--- config.mk ---
export PLATFORM = sky130hd
export DESIGN_NAME = flash_snoop_top
export DESIGN_NICKNAME = d
export VERILOG_FILES = /design/src/rtl/flash_snoop_pkg.sv /design/src/rtl/flash_snoop_decode.sv /design/src/rtl/flash_snoop_fsm.sv /design/src/rtl/flash_snoop_lanes.sv /design/src/rtl/flash_snoop_top.sv
export SDC_FILE = /design/constraint.sdc
export NUM_CORES = 1
export LEC_CHECK = 0
export BUFFER_PORTS_ARGS = -buffer_cell sky130_fd_sc_hd__buf_2
export CAP_MARGIN = 5
export CORE_MARGIN = 8
export CORE_UTILIZATION = 38
export CTS_CLUSTER_DIAMETER = 50
export CTS_CLUSTER_SIZE = 10
export DETAILED_ROUTE_END_ITERATION = 8
export PLACE_DENSITY = 0.77
export SLEW_MARGIN = 20
export SYNTH_ARGS = -nofsm -noshare
export SYNTH_HDL_FRONTEND = slang
export SYNTH_HIERARCHICAL = 1
export SYNTH_SLANG_ARGS = --single-unit
--- constraint.sdc ---
create_clock -name clk -period 1.9 [get_ports clk]
set_input_delay 0.38 -clock clk [delete_from_list [all_inputs] [get_ports clk]]
set_output_delay 0.38 -clock clk [all_outputs]
set_load 0.05 [all_outputs]
--- src/rtl/flash_snoop_pkg.sv ---
package flash_snoop_pkg;
  parameter int BYTE_W = 8;
  parameter int LVL_W  = 2;
  parameter int CNT_W  = 3;

  typedef enum logic [1:0] {
    SN_CHECK  = 2'd0,
    SN_COUNT  = 2'd1,
    SN_NONE   = 2'd2,
    SN_STRIPE = 2'd3
  } snoop_kind_e;
endpackage

--- src/rtl/flash_snoop_decode.sv ---
module flash_snoop_decode
  import flash_snoop_pkg::*;
(
  input  logic [BYTE_W-1:0] opcode,
  output logic              known,
  output logic [CNT_W-1:0]  load_cnt
);
  // Address plus dummy byte counts per instruction class
  localparam logic [CNT_W-1:0] ADDR_ONLY  = CNT_W'(3);
  localparam logic [CNT_W-1:0] ADDR_DUMMY = CNT_W'(4);
  localparam logic [CNT_W-1:0] ADDR_QUAD  = CNT_W'(6);

  always_comb begin
    known    = 1'b1;
    load_cnt = '0;
    case (opcode)
      8'h03, 8'h02, 8'hA2, 8'h32: load_cnt = ADDR_ONLY;
      8'h0B, 8'h3B, 8'h6B, 8'hBB: load_cnt = ADDR_DUMMY;
      8'hEB:                      load_cnt = ADDR_QUAD;
      default:                    known    = 1'b0;
    endcase
  end
endmodule

--- src/rtl/flash_snoop_fsm.sv ---
module flash_snoop_fsm
  import flash_snoop_pkg::*;
(
  input  logic              clk,
  input  logic              rst_n,
  input  logic              cs_idle,
  input  logic              slot_done,
  input  logic [BYTE_W-1:0] opcode,
  output snoop_kind_e       kind,
  output logic [CNT_W-1:0]  cnt
);
  snoop_kind_e      kind_q, kind_d;
  logic [CNT_W-1:0] cnt_q, cnt_d;
  logic             known;
  logic [CNT_W-1:0] load_cnt;
  logic             upd_en;

  flash_snoop_decode u_dec (
    .opcode   (opcode),
    .known    (known),
    .load_cnt (load_cnt)
  );

  assign upd_en = cs_idle | slot_done;

  always_comb begin
    kind_d = kind_q;
    cnt_d  = cnt_q;
    if (cs_idle) begin
      kind_d = SN_CHECK;
      cnt_d  = '0;
    end else if (slot_done) begin
      case (kind_q)
        SN_CHECK: begin
          if (known) begin
            kind_d = SN_COUNT;
            cnt_d  = load_cnt;
          end else begin
            kind_d = SN_NONE;
            cnt_d  = '0;
          end
        end
        SN_COUNT: begin
          if (cnt_q == CNT_W'(1)) begin
            kind_d = SN_STRIPE;
            cnt_d  = '0;
          end else begin
            cnt_d = cnt_q - CNT_W'(1);
          end
        end
        default: ;
      endcase
    end
  end

  always_ff @(posedge clk or negedge rst_n) begin
    if (!rst_n) begin
      kind_q <= SN_CHECK;
      cnt_q  <= '0;
    end else if (upd_en) begin
      kind_q <= kind_d;
      cnt_q  <= cnt_d;
    end
  end

  assign kind = kind_q;
  assign cnt  = cnt_q;


  idle_to_check_chk: assert property (@(posedge clk) disable iff (!rst_n)
    cs_idle |=> (kind == SN_CHECK && cnt == '0));


  stripe_hold_chk: assert property (@(posedge clk) disable iff (!rst_n)
    (kind == SN_STRIPE && !cs_idle) |=> kind == SN_STRIPE);


  none_hold_chk: assert property (@(posedge clk) disable iff (!rst_n)
    (kind == SN_NONE && !cs_idle) |=> kind == SN_NONE);


  count_step_chk: assert property (@(posedge clk) disable iff (!rst_n)
    (kind == SN_COUNT && cnt > CNT_W'(1) && slot_done && !cs_idle)
      |=> (kind == SN_COUNT && cnt == $past(cnt) - CNT_W'(1)));


  no_slot_hold_chk: assert property (@(posedge clk) disable iff (!rst_n)
    (!slot_done && !cs_idle) |=> ($stable(kind) && $stable(cnt)));
endmodule

--- src/rtl/flash_snoop_lanes.sv ---
module flash_snoop_lanes
  import flash_snoop_pkg::*;
(
  input  logic              clk,
  input  logic              rst_n,
  input  snoop_kind_e       kind,
  input  logic              slot_vld,
  input  logic              two_bus,
  input  logic [LVL_W-1:0]  tx_avail,
  input  logic [LVL_W-1:0]  rx_room,
  input  logic [BYTE_W-1:0] tx_head,
  input  logic [BYTE_W-1:0] tx_next,
  output logic [BYTE_W-1:0] bus0_tx,
  output logic [BYTE_W-1:0] bus1_tx,
  output logic              bus0_active,
  output logic              bus1_active,
  output logic [LVL_W-1:0]  tx_pops,
  output logic              rx_push0,
  output logic              rx_push1,
  output logic              tx_underflow,
  output logic              rx_overflow
);
  localparam logic [LVL_W-1:0] ONE = LVL_W'(1);
  localparam logic [LVL_W-1:0] TWO = LVL_W'(2);

  logic stripe;
  logic pair_ok;

  assign stripe  = (kind == SN_STRIPE) & two_bus;
  assign pair_ok = (tx_avail >= TWO);
  assign bus0_tx = tx_head;
  assign bus1_tx = stripe ? tx_next : tx_head;

  always_comb begin
    bus0_active  = 1'b0;
    bus1_active  = 1'b0;
    tx_pops      = '0;
    rx_push0     = 1'b0;
    rx_push1     = 1'b0;
    tx_underflow = 1'b0;
    rx_overflow  = 1'b0;
    if (slot_vld) begin
      if (tx_avail == '0) begin
        tx_underflow = 1'b1;
      end else begin
        bus0_active = 1'b1;
        tx_pops     = ONE;
        rx_push0    = (rx_room != '0);
        rx_overflow = (rx_room == '0);
        if (stripe) begin
          if (pair_ok) begin
            bus1_active = 1'b1;
            tx_pops     = TWO;
            rx_push1    = (rx_room >= TWO);
            rx_overflow = (rx_room < TWO);
          end else begin
            tx_underflow = 1'b1;
          end
        end else begin
          bus1_active = two_bus;
        end
      end
    end
  end


  single_bus_chk: assert property (@(posedge clk) disable iff (!rst_n)
    !two_bus |-> (!bus1_active && !rx_push1 && tx_pops <= ONE));


  push_room_chk: assert property (@(posedge clk) disable iff (!rst_n)
    LVL_W'($countones({rx_push0, rx_push1})) <= rx_room);


  empty_no_pop_chk: assert property (@(posedge clk) disable iff (!rst_n)
    (slot_vld && tx_avail == '0) |-> (tx_pops == '0 && tx_underflow && !bus0_active));


  dup_one_pop_chk: assert property (@(posedge clk) disable iff (!rst_n)
    (kind != SN_STRIPE) |-> (tx_pops <= ONE && !rx_push1));
endmodule

--- src/rtl/flash_snoop_top.sv ---
module flash_snoop_top
  import flash_snoop_pkg::*;
(
  input  logic              clk,
  input  logic              rst_n,
  input  logic              slot_vld,
  input  logic              two_bus,
  input  logic              cs_idle,
  input  logic [LVL_W-1:0]  tx_avail,
  input  logic [LVL_W-1:0]  rx_room,
  input  logic [BYTE_W-1:0] tx_head,
  input  logic [BYTE_W-1:0] tx_next,
  output logic [BYTE_W-1:0] bus0_tx,
  output logic [BYTE_W-1:0] bus1_tx,
  output logic              bus0_active,
  output logic              bus1_active,
  output logic [LVL_W-1:0]  tx_pops,
  output logic              rx_push0,
  output logic              rx_push1,
  output logic              tx_underflow,
  output logic              rx_overflow,
  output logic [1:0]        snoop_kind,
  output logic [CNT_W-1:0]  snoop_cnt
);
  snoop_kind_e kind;
  logic        slot_done;

  flash_snoop_lanes u_lanes (
    .clk          (clk),
    .rst_n        (rst_n),
    .kind         (kind),
    .slot_vld     (slot_vld),
    .two_bus      (two_bus),
    .tx_avail     (tx_avail),
    .rx_room      (rx_room),
    .tx_head      (tx_head),
    .tx_next      (tx_next),
    .bus0_tx      (bus0_tx),
    .bus1_tx      (bus1_tx),
    .bus0_active  (bus0_active),
    .bus1_active  (bus1_active),
    .tx_pops      (tx_pops),
    .rx_push0     (rx_push0),
    .rx_push1     (rx_push1),
    .tx_underflow (tx_underflow),
    .rx_overflow  (rx_overflow)
  );

  assign slot_done = slot_vld & ~tx_underflow;

  flash_snoop_fsm u_fsm (
    .clk       (clk),
    .rst_n     (rst_n),
    .cs_idle   (cs_idle),
    .slot_done (slot_done),
    .opcode    (tx_head),
    .kind      (kind),
    .cnt       (snoop_cnt)
  );

  assign snoop_kind = kind;


  reset_state_chk: assert property (@(posedge clk)
    !rst_n |=> (snoop_kind == 2'd0 && snoop_cnt == '0));
endmodule

==> impl_metrics.toml, run 1 <==
[status]
status = "finished clean"

[floorplanning]
die_h_um = 58.29
start_util_pct = 39.78
coreArea_um2 = 1708
die_w_um = 58.29
rows = 15
pin_count = 54
die_area_um2 = 3397

[yosys]
synth_seq_area_share_pct = 18.42
syn_area_per_cell_um2 = 8.710
syn-cell-area_um2 = 679.4
netlist_instances = 78
yosys_register_bits = 5
async_reset_ff_share_pct = 100.0
syn-num-nets = 105
ys.flop_type = "dfrtp_1"
ys_warn_count = 6
yosysUniqueCellTypes = 32
synth-edff-count = 0

[critical_path]
crit_chain = "nand3_2 > mux2_2 > buf_2"
start_kind = "flop"
critical_path_arrival_ns = 1.45
worstSetupPathType = "reg -> out"
crit_required_ns = 1.52
max_stage_delay_ns = 0.46
cp_slowest_cell = "dfrtp_2"
r2r_start = "u_fsm/kind[0]"
crit-reg2reg-capture = "u_fsm/cnt[2]"
crit_fanout = 8
r2r_cells = 6
rrSetupSlack_ns = 0.34
cp-end-kind = "output pin"

[timing]
hold_viol = 0
fin_setup_tns_ns = 0
fmax_mhz = 547.7
skew_ns = 0.001789
finalSetupViolations = 0
rsz0062_at_grt = "no"
post-route-period-util_pct = 96.10
slew_viol_final = 0
relSlewSlack_pct = 77.30
finalCriticalPeriod_ns = 1.826
tightest_slew_ns = 0.3383

[detailed_routing]
drt_iter0_drc = 19
drtAntennaViolNets = 0
viasPerCell = 4.924
drt-pass1-iter-count = 4
drt-total-wl_um = 2198
wl_per_cell_um = 13.91
vias = 778
drc = 0

[cts]
cts_buffers = 3
cts_resized = 0
h-tree-depth = 1
cts_tree = "done"
clock_path_buffers = 2
cts_root_buf = "clkbuf_4"
cts.sinks = 5
clk_pin_slew_worst_paths_ns = 0.04
clock_latency_ns = 0.23

[place]
hpwl_um = 1798
numPortBuffers = 53
place_congestion = 0.7887

[pwr]
seqPwrFrac_pct = 24.5
p_sw_w = 0.0002297
total_power_w = 0.0005000
cellLeakagePower_nw = 0.5203
internal_power_w = 0.0002703
p_per_area_nw_per_um2 = 492.7
p_sw_share_pct = 45.94
pwr-share-clk_pct = 23.7
combPwrFrac_pct = 51.8
ir_worst_vdd_mv = 0.2853

[grt]
antenna_found_initial = 0
grt_max_degree = 12
grt_pass1_wl_um = 3436
grt_overflow = 0
track_usage_pct = 12.34
grt_pass1_vias = 768

[final_layout]
final_common_cell = "buf_2"
layout_common_cells = "buf_2, mux2_2, nor2_1"
drive_gt1_share_pct = 60.15
syn_to_final_growth_pct = 49.35
final_nets = 161
antenna_cells = 0

[flow_run]
cap_violations = 0

[hold_path]
min_from = "cs_idle"
min_path_cells = 2
holdPathEnd = "u_fsm/cnt[0]"
hp-class = "in -> reg"
==> sequential cells by signal, summed over array words and instances, names as in the netlist <==
| register | count |
|---|---|
| u_fsm/cnt | 3 |
| u_fsm/kind | 2 |
==> per-stage QoR <==
step | setup slack [ns] | std cells | hold slack [ns] | util [%] | area, um2
floorplan | 0.01208 | 78 | 0.08441 | - | 701.9
global placement | 0.02718 | 151 | 0.2003 | 56.26 | 960.9
detailed placement | 0.01055 | 151 | 0.1996 | 56.26 | 960.9
CTS | 0.01647 | 156 | 0.3564 | 58.39 | 997.2
global route | 0.02109 | 158 | 0.3805 | 59.41 | 1015
finish | 0.07405 | 158 | 0.3660 | 59.41 | 1015
==> critical path, delay by kind of cell (launching register included) <==
family | cells | cell delay [ns]
flops | 1 | 0.46
mux | 1 | 0.35
simple gates | 1 | 0.19
buf+inv | 1 | 0.21
==> kinds of logic (layout without fill, tap and decap cells) <==
| kind of cell | Yosys count | count (layout) | synth area share (%) |
|---|---|---|---|
| AOI/OAI and AO/OA | 19 | 19 | 18.97 |
| and+or+nand+nor | 29 | 30 | 31.49 |
| buffers and inverters | 13 | 67 | 11.60 |
| xor gates and xnor gates | 2 | 2 | 2.579 |
| DFF | 5 | 5 | 18.42 |
| muxes | 8 | 8 | 13.26 |
| adders and majority gates | 2 | 2 | 3.683 |
==> cell type report <==
class                      count  area [um2]
sequential                     5       127.6
inverter                       5       18.77
timing repair buffer          58       305.3
tap                           25       31.28
multi-input combinational     61       505.5
fill                         160       693.2
clock buffer                   4       26.28
==> power groups by stage <==
stage	Sequential (W)	Combinational, W	Clock [W]
6_report	0.000122	0.000259	0.000119
3_5_place_dp	0.000123	0.000256	0
2_1_floorplan	0.000143	0.000164	0
5_1_grt	0.000124	0.000277	0.000129
3_3_place_gp	0.000123	0.000253	0
4_1_cts	0.000122	0.000259	0.000125
==> per-layer routing <==
layer	up-vias	wire, um	share of wire [%]	global-route usage (%)
met1	362	864	39	12.91
li1	396	-	-	-
met5	-	0	0	0
met4	0	0	0	3.147
met3	0	115	5.2	2.649
met2	20	1218	55	23.78
==> cell usage after synthesis, types with 2 or more instances <==
cell / count / area, um2
nand3b_1: 2 / 15.01
buf_4: 8 / 60.06
a21oi_1: 6 / 30.03
o311a_1: 2 / 20.02
nand2b_1: 3 / 18.77
nor2b_1: 3 / 18.77
o22ai_1: 2 / 12.51
nand2_1: 2 / 7.510
xor2_1: 2 / 17.52
a211oi_1: 3 / 22.52
or4b_1: 2 / 20.02
inv_1: 5 / 18.77
ha_1: 2 / 25.02
dfrtp_1: 5 / 125.1
o21ai_1: 2 / 10.01
mux2_2: 8 / 90.09
nor2_1: 6 / 22.52
==> what timing repair did <==
action / CTS / global route
hold buffers: 1 / 0
endpoints found under the setup margin: 0 / 8
setup buffers: 0 / 1
endpoints found under the hold margin: 5 / 0
==> worst max-delay path by stage <==
stage                              from      endpoint  slack, ns  cells past startpoint
after detailed placement     tx_head[6]  u_fsm/cnt[1]       0.01                      6
after global placement       tx_head[6]  u_fsm/cnt[1]       0.03                      6
final                     u_fsm/kind[0]    bus1_tx[5]       0.07                      3
after floorplan           u_fsm/kind[0]   rx_overflow       0.01                      2
after global routing      u_fsm/kind[0]    bus1_tx[5]       0.02                      3
after CTS                 u_fsm/kind[0]    bus1_tx[4]       0.02                      3
Power figures use the tool's default switching activity.
==> run 2, diff against run 1 <==
Settings changed: SETUP_SLACK_MARGIN from default to 0.2.
==> impl_metrics.toml, run 2 (synthesized netlist as in run 1, its figures left out) <==
[critical_path]
r2r_cells = 6
crit_chain = "nand3_4 > mux2_4 > buf_6"
cp_num_buf_inv = 1
start_kind = "flop"
max_stage_delay_ns = 0.51
crit_required_ns = 1.52
rrSetupSlack_ns = 0.44
crit-reg2reg-capture = "u_fsm/cnt[2]"
worstSetupPathType = "reg -> out"
cp_slowest_cell = "dfrtp_4"
crit_family = "flip-flops"
crit_fanout = 5
critical_path_arrival_ns = 1.39
cp-end-kind = "output pin"
r2r_start = "u_fsm/kind[0]"

[timing]
skew_ns = 0.005521
fin_setup_tns_ns = 0
hold_viol = 0
fmax_mhz = 566.3
finalSetupViolations = 0
relSlewSlack_pct = 78.08
rsz0062_at_grt = "yes"
finalCriticalPeriod_ns = 1.766
slew_viol_final = 0
post-route-period-util_pct = 92.94
tightest_slew_ns = 0.3273

[floorplanning]
rows = 15
die_h_um = 58.29
die_w_um = 58.29
start_util_pct = 39.78
die_area_um2 = 3397
pin_count = 54
coreArea_um2 = 1708

[grt]
antenna_found_initial = 0
grt_pass1_wl_um = 3891
track_usage_pct = 14.09
grt_pass1_vias = 807
grt_overflow = 0
grt_max_degree = 9

[final_layout]
drive_gt1_share_pct = 64.44
layout_common_cells = "buf_2, buf_6, buf_4, mux2_4, nor2_1"
syn_to_final_growth_pct = 74.03
final_common_cell = "buf_2"
final_nets = 163
antenna_cells = 0
largest_register_ffs = 3
final_cells = 160

[pwr]
cellLeakagePower_nw = 0.6002
ir_worst_vdd_mv = 0.3225
p_per_area_nw_per_um2 = 464.8

[detailed_routing]
wl_per_cell_um = 15.44
viasPerCell = 5.075
drt-total-wl_um = 2471
vias = 812
drt_iter0_drc = 15
drtAntennaViolNets = 0
drc = 0
drt-pass1-iter-count = 5

[hold_path]
min_path_cells = 2
holdPathEnd = "u_fsm/cnt[1]"
min_from = "cs_idle"
hp-class = "in -> reg"

[cts]
cts.sinks = 5
clock_path_buffers = 2
cts_tree = "done"
h-tree-depth = 1
cts_root_buf = "clkbuf_4"
cts_buffers = 3
clock_latency_ns = 0.24
clk_pin_slew_worst_paths_ns = 0.05

[place]
hpwl_um = 1837
dp.cells = 151
place_congestion = 0.7810
numPortBuffers = 53

[flow_run]
cap_violations = 0

[status]
status = "finished clean"
[run 2: final cells by class]
| type | count | area, um2 |
|---|---|---|
| tap | 25 | 31.28 |
| sequential | 5 | 132.6 |
| inverter | 5 | 18.77 |
| multi-input combinational | 61 | 573.1 |
| timing repair buffer | 60 | 400.4 |
| clock buffer | 4 | 26.28 |
| fill | 137 | 525.5 |
[run 2: worst max path at each step]
stage | startpoint | endpoint | slack, ns | depth (start not counted)
CTS | u_fsm/kind[1] | bus1_tx[3] | 0.12 | 3
finish | u_fsm/kind[0] | bus1_tx[3] | 0.13 | 3
floorplan | u_fsm/kind[0] | u_fsm/cnt[0] | 0.15 | 6
global route | u_fsm/kind[0] | bus1_tx[4] | 0.11 | 3
global placement | tx_head[6] | u_fsm/cnt[0] | 0.04 | 6
detailed placement | tx_head[6] | u_fsm/cnt[1] | 0.03 | 6
[run 2: report_power, final]
part           internal [W]  switching (W)
registers          0.000114     0.00000907
logic              0.000107       0.000195
clock network     0.0000794      0.0000438
total              0.000301       0.000248
[run 2: timing repair]
item | in CTS | in global routing
hold buffers | 1 | 0
gates resized for setup | 35 | 3
gates cloned | 1 | 0
endpoints found under the setup margin | 14 | 17
setup buffers | 3 | 0
pin swaps | 4 | 2
hold endpoints to repair | 5 | 0
[run 2: per-stage QoR]
stage | setup WS, ns | hold slack [ns] | area, um2 | power [W] | utilization [%]
3_5_place_dp | 0.02629 | 0.1982 | 980.9 | 0.0003862 | 57.44
3_3_place_gp | 0.03656 | 0.1965 | 980.9 | 0.0003817 | 57.44
2_1_floorplan | 0.1486 | 0.08441 | 721.9 | 0.0003121 | -
6_report | 0.1341 | 0.3673 | 1182 | 0.0005495 | 69.23
4_1_cts | 0.1170 | 0.3502 | 1167 | 0.0005523 | 68.35
5_1_grt | 0.1062 | 0.3769 | 1182 | 0.0005783 | 69.23
[run 2: routing by layer]
metal / routed length, um / track usage [%]
met1: 1018 / 15.18
met2: 1228 / 24.25
met3: 216 / 4.857
met4: 7 / 5.944
met5: 0 / 0
